File: config.mk
export PLATFORM = sky130hd
export DESIGN_NAME = pwm_timer_bank
export DESIGN_NICKNAME = d
export VERILOG_FILES = /design/src/rtl/ptmr_pkg.sv /design/src/rtl/ptmr_regs.sv /design/src/rtl/ptmr_chan.sv /design/src/rtl/pwm_timer_bank.sv
export SDC_FILE = /design/constraint.sdc
export NUM_CORES = 1
export LEC_CHECK = 0
export ABC_AREA = 1
export ABC_CLOCK_PERIOD_IN_PS = 2000
export BUFFER_PORTS_ARGS = -buffer_cell sky130_fd_sc_hd__buf_4
export CAP_MARGIN = 20
export CELL_PAD_IN_SITES_DETAIL_PLACEMENT = 1
export CELL_PAD_IN_SITES_GLOBAL_PLACEMENT = 2
export CORE_UTILIZATION = 25
export CTS_CLUSTER_SIZE = 14
export DETAILED_ROUTE_END_ITERATION = 8
export PLACE_DENSITY_LB_ADDON = 0.1
export SKIP_CTS_REPAIR_TIMING = 1
export SLEW_MARGIN = 10
export SYNTH_ARGS = -nofsm -noshare
export SYNTH_HDL_FRONTEND = slang
export SYNTH_HIERARCHICAL = 1
export SYNTH_SLANG_ARGS = --single-unit
File: constraint.sdc
create_clock -name clk -period 2 [get_ports clk]
set_input_delay 0.3 -clock clk [delete_from_list [all_inputs] [get_ports clk]]
set_output_delay 0.3 -clock clk [all_outputs]
set_load 0.01 [all_outputs]
File: src/rtl/ptmr_pkg.sv
package ptmr_pkg;

   localparam int NUM_CH   = 5;
   localparam int CTRL_OFS = 8;

   typedef struct packed {
      logic run;
      logic load;
      logic pol;
      logic rpt;
   } ch_ctl_t;

   function automatic int per_ofs(int ch);
      return 12 + 12 * ch;
   endfunction

   function automatic int thr_ofs(int ch);
      return 16 + 12 * ch;
   endfunction

   // nibble 1 of the control word is left empty
   function automatic int nib_base(int ch);
      return (ch == 0) ? 0 : 4 * (ch + 1);
   endfunction

   function automatic bit has_pol(int ch);
      return ch != NUM_CH - 1;
   endfunction

   function automatic int pos_run(int ch);
      return nib_base(ch);
   endfunction

   function automatic int pos_load(int ch);
      return nib_base(ch) + 1;
   endfunction

   function automatic int pos_pol(int ch);
      return nib_base(ch) + 2;
   endfunction

   // last channel has its repeat flag one bit lower
   function automatic int pos_rpt(int ch);
      return nib_base(ch) + (has_pol(ch) ? 3 : 2);
   endfunction

   function automatic logic [31:0] ctrl_mask();
      logic [31:0] m = '0;
      for (int c = 0; c < NUM_CH; c++) begin
         m = m | (32'd1 << pos_run(c)) | (32'd1 << pos_load(c)) | (32'd1 << pos_rpt(c));
         if (has_pol(c)) m = m | (32'd1 << pos_pol(c));
      end
      return m;
   endfunction

endpackage

File: src/rtl/ptmr_regs.sv
module ptmr_regs
   import ptmr_pkg::*;
#(
   parameter int CNT_W = 16,
   parameter int AW    = 8,
   parameter int DW    = 32
) (
   input  logic                           clk,
   input  logic                           rst_n,
   input  logic                           wr_en,
   input  logic [AW-1:0]                  addr,
   input  logic [DW-1:0]                  wdata,
   input  logic [NUM_CH-1:0]              halt,
   output logic [DW-1:0]                  rdata,
   output logic [NUM_CH-1:0][CNT_W-1:0]   per_buf,
   output logic [NUM_CH-1:0][CNT_W-1:0]   thr_buf,
   output ch_ctl_t [NUM_CH-1:0]           ctl
);

   localparam logic [DW-1:0] MASK   = DW'(ctrl_mask());
   localparam logic [AW-1:0] CTRL_A = AW'(CTRL_OFS);

   logic [DW-1:0]             ctrl_q;
   logic [DW-1:0]             ctrl_nx;
   logic                      ctrl_wr;
   logic [NUM_CH:0][DW-1:0]   clr_acc;
   logic [NUM_CH:0][DW-1:0]   rd_acc;

   assign ctrl_wr   = wr_en && (addr == CTRL_A);
   assign clr_acc[0] = '0;
   assign rd_acc[0]  = (addr == CTRL_A) ? ctrl_q : '0;

   for (genvar i = 0; i < NUM_CH; i++) begin : g_ch
      localparam logic [AW-1:0] PER_A = AW'(per_ofs(i));
      localparam logic [AW-1:0] THR_A = AW'(thr_ofs(i));
      localparam logic [DW-1:0] RUN_M = DW'(1) << pos_run(i);

      logic [CNT_W-1:0] per_q;
      logic [CNT_W-1:0] thr_q;

      always_ff @(posedge clk or negedge rst_n) begin
         if (!rst_n) begin
            per_q <= '0;
            thr_q <= '0;
         end else if (wr_en) begin
            if (addr == PER_A) per_q <= wdata[CNT_W-1:0];
            if (addr == THR_A) thr_q <= wdata[CNT_W-1:0];
         end
      end

      assign per_buf[i]  = per_q;
      assign thr_buf[i]  = thr_q;
      assign clr_acc[i+1] = clr_acc[i] | (halt[i] ? RUN_M : '0);
      assign rd_acc[i+1]  = rd_acc[i]
                          | ((addr == PER_A) ? DW'(per_q) : '0)
                          | ((addr == THR_A) ? DW'(thr_q) : '0);

      assign ctl[i].run  = ctrl_q[pos_run(i)];
      assign ctl[i].load = ctrl_q[pos_load(i)];
      assign ctl[i].rpt  = ctrl_q[pos_rpt(i)];
      if (has_pol(i)) begin : g_pol
         assign ctl[i].pol = ctrl_q[pos_pol(i)];
      end else begin : g_nopol
         assign ctl[i].pol = 1'b0;
      end
   end

   // a software write wins over a self-clear in the same cycle
   assign ctrl_nx = ctrl_wr ? (wdata & MASK) : (ctrl_q & ~clr_acc[NUM_CH]);

   always_ff @(posedge clk or negedge rst_n) begin
      if (!rst_n) ctrl_q <= '0;
      else        ctrl_q <= ctrl_nx;
   end

   assign rdata = rd_acc[NUM_CH];

endmodule

File: src/rtl/ptmr_chan.sv
module ptmr_chan #(
   parameter int CNT_W = 16
) (
   input  logic             clk,
   input  logic             rst_n,
   input  logic             tick,
   input  logic             run,
   input  logic             load,
   input  logic             pol,
   input  logic             rpt,
   input  logic [CNT_W-1:0] per_buf,
   input  logic [CNT_W-1:0] thr_buf,
   output logic             pin,
   output logic             pend,
   output logic             halt
);

   localparam logic [CNT_W-1:0] ALL1 = {CNT_W{1'b1}};

   logic [CNT_W-1:0] cnt_q;
   logic [CNT_W-1:0] thr_q;
   logic             pend_q;
   logic             at_zero;
   logic             wrap;
   logic             act;

   assign at_zero = (cnt_q == '0);
   assign wrap    = run && !load && tick && at_zero;
   assign halt    = wrap && !rpt;

   always_ff @(posedge clk or negedge rst_n) begin
      if (!rst_n) begin
         cnt_q  <= '0;
         thr_q  <= '0;
         pend_q <= 1'b0;
      end else begin
         pend_q <= wrap;
         if (load) begin
            cnt_q <= per_buf;
            thr_q <= thr_buf;
         end else if (run && tick) begin
            if (!at_zero) begin
               cnt_q <= cnt_q - CNT_W'(1);
            end else if (rpt) begin
               cnt_q <= per_buf;
               thr_q <= thr_buf;
            end
         end
      end
   end

   // all-ones threshold stands for -1: active for the whole period
   assign act  = run && ((thr_q == ALL1) || (cnt_q > thr_q));
   assign pin  = act ^ pol;
   assign pend = pend_q;

endmodule

File: src/rtl/pwm_timer_bank.sv
module pwm_timer_bank
   import ptmr_pkg::*;
#(
   parameter int CNT_W = 16,
   parameter int AW    = 8,
   parameter int DW    = 32
) (
   input  logic              clk,
   input  logic              rst_n,
   input  logic [4:0]        tick_en,
   input  logic              wr_en,
   input  logic [AW-1:0]     addr,
   input  logic [DW-1:0]     wdata,
   output logic [DW-1:0]     rdata,
   output logic [4:0]        pwm_out,
   output logic [4:0]        period_end
);

   if (CNT_W != 16 && CNT_W != 32) begin : g_bad_cnt_w
      $error("pwm_timer_bank: CNT_W must be 16 or 32");
   end
   if (DW < CNT_W || DW < 24) begin : g_bad_dw
      $error("pwm_timer_bank: DW too narrow");
   end
   if (AW < 7) begin : g_bad_aw
      $error("pwm_timer_bank: AW too narrow for the register map");
   end
   if (NUM_CH != 5) begin : g_bad_nch
      $error("pwm_timer_bank: port widths assume five channels");
   end

   logic [NUM_CH-1:0][CNT_W-1:0] per_buf;
   logic [NUM_CH-1:0][CNT_W-1:0] thr_buf;
   ch_ctl_t [NUM_CH-1:0]         ctl;
   logic [NUM_CH-1:0]            halt;
   logic [NUM_CH-1:0]            ch_run;
   logic [NUM_CH-1:0]            ch_load;
   logic [NUM_CH-1:0]            ch_pol;
   logic [NUM_CH-1:0]            ch_rpt;

   ptmr_regs #(.CNT_W(CNT_W), .AW(AW), .DW(DW)) i_regs (
      .clk     (clk),
      .rst_n   (rst_n),
      .wr_en   (wr_en),
      .addr    (addr),
      .wdata   (wdata),
      .halt    (halt),
      .rdata   (rdata),
      .per_buf (per_buf),
      .thr_buf (thr_buf),
      .ctl     (ctl)
   );

   for (genvar i = 0; i < NUM_CH; i++) begin : g_chan
      assign ch_run[i]  = ctl[i].run;
      assign ch_load[i] = ctl[i].load;
      assign ch_pol[i]  = ctl[i].pol;
      assign ch_rpt[i]  = ctl[i].rpt;

      ptmr_chan #(.CNT_W(CNT_W)) i_chan (
         .clk     (clk),
         .rst_n   (rst_n),
         .tick    (tick_en[i]),
         .run     (ctl[i].run),
         .load    (ctl[i].load),
         .pol     (ctl[i].pol),
         .rpt     (ctl[i].rpt),
         .per_buf (per_buf[i]),
         .thr_buf (thr_buf[i]),
         .pin     (pwm_out[i]),
         .pend    (period_end[i]),
         .halt    (halt[i])
      );
   end

endmodule

==> run metrics, run 1 <==
status=finished, violations left; failing checks=setup timing; commonest non-fill, non-tap cell in the layout=nand2_1; Final Hold Fails=0; Routed Antenna Nets=0; startpoint types=flop; Worst Setup Path Type=flop to primary output; class of the worst hold path=primary input to flop; WHS=15.8 ps; Leak=13.8 nW; HPWL Detailed=59,300 µm; mux cell area share after synthesis=0%; commonest cells after routing, fill and taps aside=nand2_1 (695), buf_4 (384), dfrtp_1 (321); GRT met1 Usage=27.0%; post-place setup slack=-131 ps; Pre-antenna DRT Iters=5; combinational family with the most area after synthesis=simple AND/OR/NAND/NOR gates; Longest Clk Path Bufs=3; Mapped Cells=2,639; post-layout minimum cycle time=2610 ps; core footprint=80,400 µm²; setup TNS=-2930 ps; Avg Inst Size Synth=7.70 µm²; RSZ-0062 raised after global routing=true; Ports=90; Cell Count, Final, Fillers Out=4,146; routability cong.=0.820; Max rail drop VDD=0.639 mV; TritonCTS Buffers=48; Seq/Total Area, Yosys=42.4%; Mapped Area=20,300 µm²; crit path DAT=2310 ps; placed insts=3,925; slew margin rel.=50.5%; DP Area=23,800 µm²; first-pass GRT wire length=120,000 µm; Port-buffer cells=71; initial antenna violation count=4; Max Slew Vio Count=0; Clock transition at path regs=60 ps; # nets final=3,190; Area growth syn-to-layout=38.7%; number of core rows=104; worst clock skew=19.3 ps; Initial Util=25.3%; # fillers=9,513; fraction of layout cells with a size suffix above 1=30.4%; Final Cycle Share=130%; # diodes=0; Storage cell area=8640 µm²; Multi-input gate area=11,300 µm²; Pwr Total=27.2 mW; worst-path fanout max=2; yosys warns=6; simple-gate portion of the synthesized area=30.7%; Worst-Margin Slew=742 ps; FMAX=384 MHz; final core occ=35.0%; max_cap viols=0; H-tree Lvls=2; met2 Use GR=31.1%; clock sink count=344; GRT overflow=0; post-synthesis adder-cell area fraction=5.54%; Post-Route WL=81,000 µm; Vias=19,000; DR WL/cell=19.5 µm; post-synthesis xor/xnor area fraction=2.67%; Synth Area in Compound Gates=10.1%; fin area=28,200 µm²; drt via density=4.59; post-synthesis register bit count=344; All-Layer GR Usage=19.1%; final setup margin=-607 ps; Top Usage Layer GRT=met2; crit end category=primary output; clock latency on the worst-skew pair=600 ps; DRC=0; vias in the first global route=19,700; Yosys cell types=43; Chip Height=287 µm; DRT iter0 DRCs=911; Data required, critical path=1700 ps; met3 Use GR=1.89%; Power Dens Cells=965 nW/µm²; clk root buf=clkbuf_16; CTS tree=built; largest net degree at the start of global routing=54; Final setup viols=15; die width=287 µm; die footprint=82,400 µm²
## final timing paths
kind	slack [ps]	start	end	cells after the start
worst max-delay path	-610	g_chan[2].i_chan/thr_q[8]	pwm_out[2]	12
worst min-delay path	20	tick_en[4]	g_chan[4].i_chan/pend	3
worst max register to register	-40	g_chan[3].i_chan/cnt_q[1]	i_regs/ctrl_q[16]	11
worst min register to register	470	g_chan[1].i_chan/thr_q[5]	g_chan[1].i_chan/thr_q[5]	2
max in group asynchronous	980	rst_n	g_chan[2].i_chan/cnt_q[6]	3
min in group asynchronous	270	rst_n	g_chan[0].i_chan/cnt_q[14]	2
## flip-flops by register name, indices dropped and copies added (netlist names)
| register | cells |
|---|---|
| g_chan.i_chan/cnt_q | 80 |
| i_regs/g_ch.per_q | 80 |
| i_regs/g_ch.thr_q | 80 |
| g_chan.i_chan/pend | 5 |
| i_regs/ctrl_q | 19 |
| g_chan.i_chan/thr_q | 80 |
## Yosys cell counts
cell type,instances,area [µm²]
nor2_8,3,60.1
a21o_1,5,37.5
inv_2,13,48.8
clkbuf_1,18,67.6
nor4_4,1,21.3
a31oi_1,12,75.1
nor3_2,1,10.0
o21ai_2,17,149
nor3_4,3,48.8
buf_4,22,165
a22oi_1,4,30.0
xor2_1,46,403
xnor2_1,16,140
inv_4,1,6.26
nand3b_1,4,30.0
nor3_1,32,160
nor2_4,10,113
buf_6,31,349
o21ai_1,109,546
o22ai_1,1,6.26
nand3_1,272,1360
o211ai_1,18,135
nand4_1,19,119
o21ai_0,141,706
or2_2,3,18.8
nand2_1,761,2860
nand2_4,6,67.6
ha_1,90,1130
nor2_1,218,818
nand3_4,1,17.5
a21oi_2,1,8.76
a21oi_1,59,295
buf_2,54,270
dfrtp_1,344,8610
nand3b_4,1,20.0
conb_1,1,3.75
a21oi_4,4,65.1
nor2_2,23,144
nand2_2,15,93.8
nor4_1,24,150
inv_1,221,830
nand3_2,12,120
clkbuf_2,2,10.0
## power breakdown
group / internal (mW) / total (mW) / switching, mW
registers: 7.53 / 8.05 / 0.521
logic: 4.61 / 10.3 / 5.69
clock network: 5.36 / 8.82 / 3.46
total: 17.5 / 27.2 / 9.67
## worst max-delay path, cell delays in order (launching register included)
cell and delay [ps]:
dfrtp_1 350, inv_1 100, ha_4 280, nand4_1 140
nor3_4 230, nand2_1 70, nand2_1 60, nand2_1 60
nand2_2 130, nand2_2 70, nand2_2 60, nand2_2 50
buf_6 110
## cells by family after synthesis
kind of cell / after synthesis
other: 1
buffers and inverters: 362
adders and majority gates: 90
AOI/OAI and AO/OA: 371
and+or+nand+nor: 1409
xor gates and xnor gates: 62
DFF: 344
## per-layer routing
metal / vias to the layer above / part of all wire [%] / wire length, µm
met4: 0 / 2.1 / 1730
met1: 9366 / 49 / 39600
met5: - / 0 / 0
met3: 82 / 2.7 / 2150
met2: 214 / 46 / 37500
li1: 9383 / - / -
## final cells by class
class | instances | area share, %
clock buffers | 70 | 4.99
clock inverters | 14 | 0.675
inverters | 235 | 3.22
multi-input cells | 1944 | 40.2
flip-flops and latches | 344 | 30.7
well taps | 1060 | 4.71
repair buffers | 479 | 15.6
(Power assumes the default switching activity.)
==> run 2, diff against run 1 <==
- ABC_CLOCK_PERIOD_IN_PS: 2000 -> 3100
- clock period: 2 -> 3.1 ns (I/O delays scaled with it)
==> run metrics, run 2 (synthesized netlist as in run 1, its figures left out) <==
Reg2Reg Depth=8; hold path startpoint=wdata[20]; Chip Height=287 µm; crit path DAT=2460 ps; Area growth syn-to-layout=14.5%; DRC=0; initial antenna violation count=4; CTS tree=built; R2R Setup Slk=770 ps; Final Cycle Share=94.3%; HPWL Detailed=57,100 µm; clock latency on the worst-skew pair=580 ps; H-tree Lvls=2; Final setup viols=0; vias in the first global route=18,500; # nets final=2,818; Data required, critical path=2630 ps; TritonCTS Buffers=48; first-pass GRT wire length=118,000 µm; Max rail drop VDD=0.411 mV; clk root buf=clkbuf_16; DRT iter0 DRCs=1,064; die footprint=82,400 µm²; RR Startpoint=g_chan[3].i_chan/cnt_q[11]; Cell Count, Final, Fillers Out=3,774; setup TNS=0 ps; Final Hold Fails=0; crit end category=primary output; number of core rows=104; fraction of layout cells with a size suffix above 1=10.9%; GRT overflow=0; drt via density=4.68; slew margin rel.=37.2%; hold depth=3; post-layout minimum cycle time=2920 ps; core footprint=80,400 µm²; Ports=90; DR WL/cell=20.3 µm; largest net degree at the start of global routing=65; Port-buffer cells=71; worst clock skew=21.4 ps; class of the worst hold path=primary input to flop; Longest Clk Path Bufs=3; worst-path fanout max=5; Vias=17,700; RR Endpoint=g_chan[3].i_chan/cnt_q[1]; FMAX=342 MHz; final setup margin=178 ps; All-Layer GR Usage=18.8%; startpoint types=flop; status=complete, no violations; Hold Path End=i_regs/ctrl_q[20]; max_cap viols=0; Routed Antenna Nets=0; clock sink count=344; Clock transition at path regs=60 ps; post-place setup slack=314 ps; die width=287 µm; Initial Util=25.3%; Post-Route WL=76,600 µm; RSZ-0062 raised after global routing=false; Worst-Margin Slew=941 ps; commonest non-fill, non-tap cell in the layout=nand2_1; Leak=11.4 nW; placed insts=3,689; Pre-antenna DRT Iters=5; Max Slew Vio Count=0; final core occ=28.9%; Power Dens Cells=647 nW/µm²; Worst Setup Path Type=flop to primary output; commonest cells after routing, fill and taps aside=nand2_1 (761), dfrtp_1 (343), nand3_1 (272); routability cong.=0.820
run 2: cell types whose count changed in the layout (fill, tap and decap cells not counted), sizes merged:
cell	previous run	this run
nand2	784	782
buf	466	108
clkinv	8	9
diode	0	1
bufinv	4	2
clkbuf	75	70
clkinvlp	3	1
dlygate4sd3	8	1
inv	234	236
run 2: worst max path at each step:
| stage | start | endpoint | slack (ps) | cells after the start |
|---|---|---|---|---|
| floorplan | g_chan[0].i_chan/cnt_q[15] | pwm_out[0] | 1220 | 10 |
| global placement | addr[0] | rdata[8] | 300 | 10 |
| detailed placement | addr[0] | rdata[8] | 310 | 10 |
| CTS | g_chan[3].i_chan/cnt_q[15] | pwm_out[3] | 50 | 11 |
| global route | g_chan[3].i_chan/cnt_q[15] | pwm_out[3] | 9 | 11 |
| finish | g_chan[3].i_chan/cnt_q[15] | pwm_out[3] | 180 | 11 |
run 2: stage by stage:
stage                     instance area (µm²)  power (mW)  hold WS (ps)
after floorplan                         20300        8.45           169
after global placement                  21700        9.67           458
after detailed placement                21700        9.76           459
after CTS                               23200        15.3          -172
after global routing                    23200        16.1           112
final                                   23200        15.0           127
run 2: worst max-delay path, stage by stage, from the launching register on:
cell and delay (ps):
dfrtp_1 460, ha_1 340, nand2_1 90, nor3_2 270
nand2_1 90, nand2_1 60, nand2_1 50, nand2_1 180
nand2_1 90, nand2_1 60, nand2_1 50, buf_4 140
run 2: area by class of cell:
cell class                      count  area (µm²)
Fill cell                        9715       57200
Multi-Input combinational cell   1942       10000
Sequential cell                   344        8610
Clock buffer                       70        1370
Tap cell                         1060        1330
Timing Repair Buffer              109         916
Inverter                          235         885
Clock inverter                     13         121
Antenna cell                        1        2.50
run 2: report_power, final:
part,total [mW],internal (mW),switching (mW)
clock network,5.38,3.20,2.19
registers,5.33,4.85,0.481
logic,4.33,1.49,2.84
run 2: layer usage:
layer  vias to the layer above  track usage [%]  wire [µm]
met1                      8723             26.8      37500
met5                         -                0          0
li1                       8659                -          -
met3                        74             2.02       2340
met2                       211             30.5      35300
met4                         0             4.04       1380
==> run 3, diff against run 2 <==
- CORE_ASPECT_RATIO: not set -> 1.1
==> run metrics, run 3 (synthesized netlist as in run 1, its figures left out) <==
status=complete, no violations; Chip Height=301 µm; Pwr Total=15.4 mW; slew margin rel.=39.7%; setup TNS=0 ps; die footprint=82,400 µm²; Vias=17,600; CP endpoint=pwm_out[0]; largest net degree at the start of global routing=79; Port-buffer cells=71; # diodes=0; fin area=23,400 µm²; vias in the first global route=18,500; worst-path fanout max=6; commonest cells after routing, fill and taps aside=nand2_1 (760), dfrtp_1 (343), nand3_1 (272); first-pass GRT wire length=118,000 µm; clock latency on the worst-skew pair=600 ps; RR Endpoint=g_chan[2].i_chan/cnt_q[8]; Max Slew Vio Count=0; CTS tree=built; Initial Util=25.3%; Post-Route WL=76,500 µm; core footprint=80,300 µm²; Power Dens Cells=660 nW/µm²; Final setup viols=0; All-Layer GR Usage=19.0%; Worst Setup Path Type=flop to primary output; Final Hold Fails=0; # nets final=2,816; DR WL/cell=20.3 µm; drt via density=4.68; class of the worst hold path=primary input to flop; placed insts=3,682; Worst-Margin Slew=903 ps; crit end category=primary output; post-place setup slack=418 ps; die width=274 µm; initial antenna violation count=2; clk root buf=clkbuf_16; Clock transition at path regs=60 ps; clock sink count=344; final setup margin=194 ps; routability cong.=0.793; startpoint types=flop; DRC=0; number of core rows=109; Worst Setup SP=g_chan[0].i_chan/cnt_q[7]; Reg2Reg Depth=6; R2R Setup Slk=740 ps; Data required, critical path=2630 ps; commonest non-fill, non-tap cell in the layout=nand2_1; worst clock skew=24.4 ps; Cell Count, Final, Fillers Out=3,771; Area growth syn-to-layout=15.2%; GRT overflow=0; Ports=90; Final Cycle Share=93.7%; CP cell instances=ha_1 > nand2_1 > nor2_1 > nand2_1 > nand2_1 > nand2_1 > nand2_1 > nand2_1 > nand2_1 > nand2_1 > nand2_1 > nand2_1 > buf_4; Leak=11.5 nW; slowest CP cell=dfrtp_1; FMAX=344 MHz; max_cap viols=0; crit path DAT=2440 ps; most used cell, CP=nand2_1; Pre-antenna DRT Iters=5; RR Startpoint=i_regs/ctrl_q[13]; DP Area=21,700 µm²; post-layout minimum cycle time=2910 ps; # fillers=9,604; Max rail drop VDD=0.394 mV; HPWL Detailed=56,800 µm; Routed Antenna Nets=0; fraction of layout cells with a size suffix above 1=11.4%; DRT iter0 DRCs=940; Longest Clk Path Bufs=3; H-tree Lvls=2; Worst path max stage delay=470 ps; TritonCTS Buffers=47
[run 3: cell type report]
| class | count | area [µm²] | share of cell area, % |
|---|---|---|---|
| clock inverters | 25 | 300 | 1.28 |
| inverters | 235 | 885 | 3.78 |
| well taps | 1054 | 1320 | 5.64 |
| clock buffers | 63 | 1340 | 5.72 |
| repair buffers | 108 | 908 | 3.88 |
| flip-flops and latches | 344 | 8610 | 36.8 |
| multi-input cells | 1942 | 10000 | 42.9 |
[run 3: worst min path at each step]
stage / start / cells after the start / slack, ps / end
5_1_grt: wdata[16] / 3 / 110 / i_regs/ctrl_q[16]
3_3_place_gp: rst_n / 1 / 430 / g_chan[2].i_chan/cnt_q[11]
3_5_place_dp: rst_n / 1 / 430 / g_chan[0].i_chan/thr_q[11]
4_1_cts: rst_n / 1 / -210 / g_chan[0].i_chan/cnt_q[14]
2_1_floorplan: rst_n / 0 / 170 / g_chan[0].i_chan/cnt_q[0]
6_report: wdata[16] / 3 / 120 / i_regs/ctrl_q[16]
[run 3: metrics by stage]
step	utilization [%]	hold WS [ps]
4_1_cts	29.1	-214
3_3_place_gp	27.0	433
6_report	29.1	122
3_5_place_dp	27.0	433
5_1_grt	29.1	105
2_1_floorplan	-	169
[run 3: layer usage]
metal / share of wire (%) / up-vias / track usage (%)
met3: 2.4 / 82 / 2.02
met4: 2.2 / 0 / 4.51
met1: 48 / 8723 / 26.2
met5: 0 / - / 0
met2: 48 / 187 / 31.5
li1: - / 8657 / -
[run 3: worst max-delay path, delay by kind of cell, from the launching register on]
family,cells,cell delay (ps)
flip-flops,1,470
buffers and inverters,1,140
AND/OR/NAND/NOR,11,900
adder cells (fa/ha/maj),1,340
[run 3: power by group]
group / leakage, nW / switching (mW) / internal [mW] / total, mW
sequential: 4.68 / 0.488 / 4.85 / 5.34
combinational: 5.98 / 2.81 / 1.49 / 4.30
clock: 0.817 / 2.27 / 3.53 / 5.81
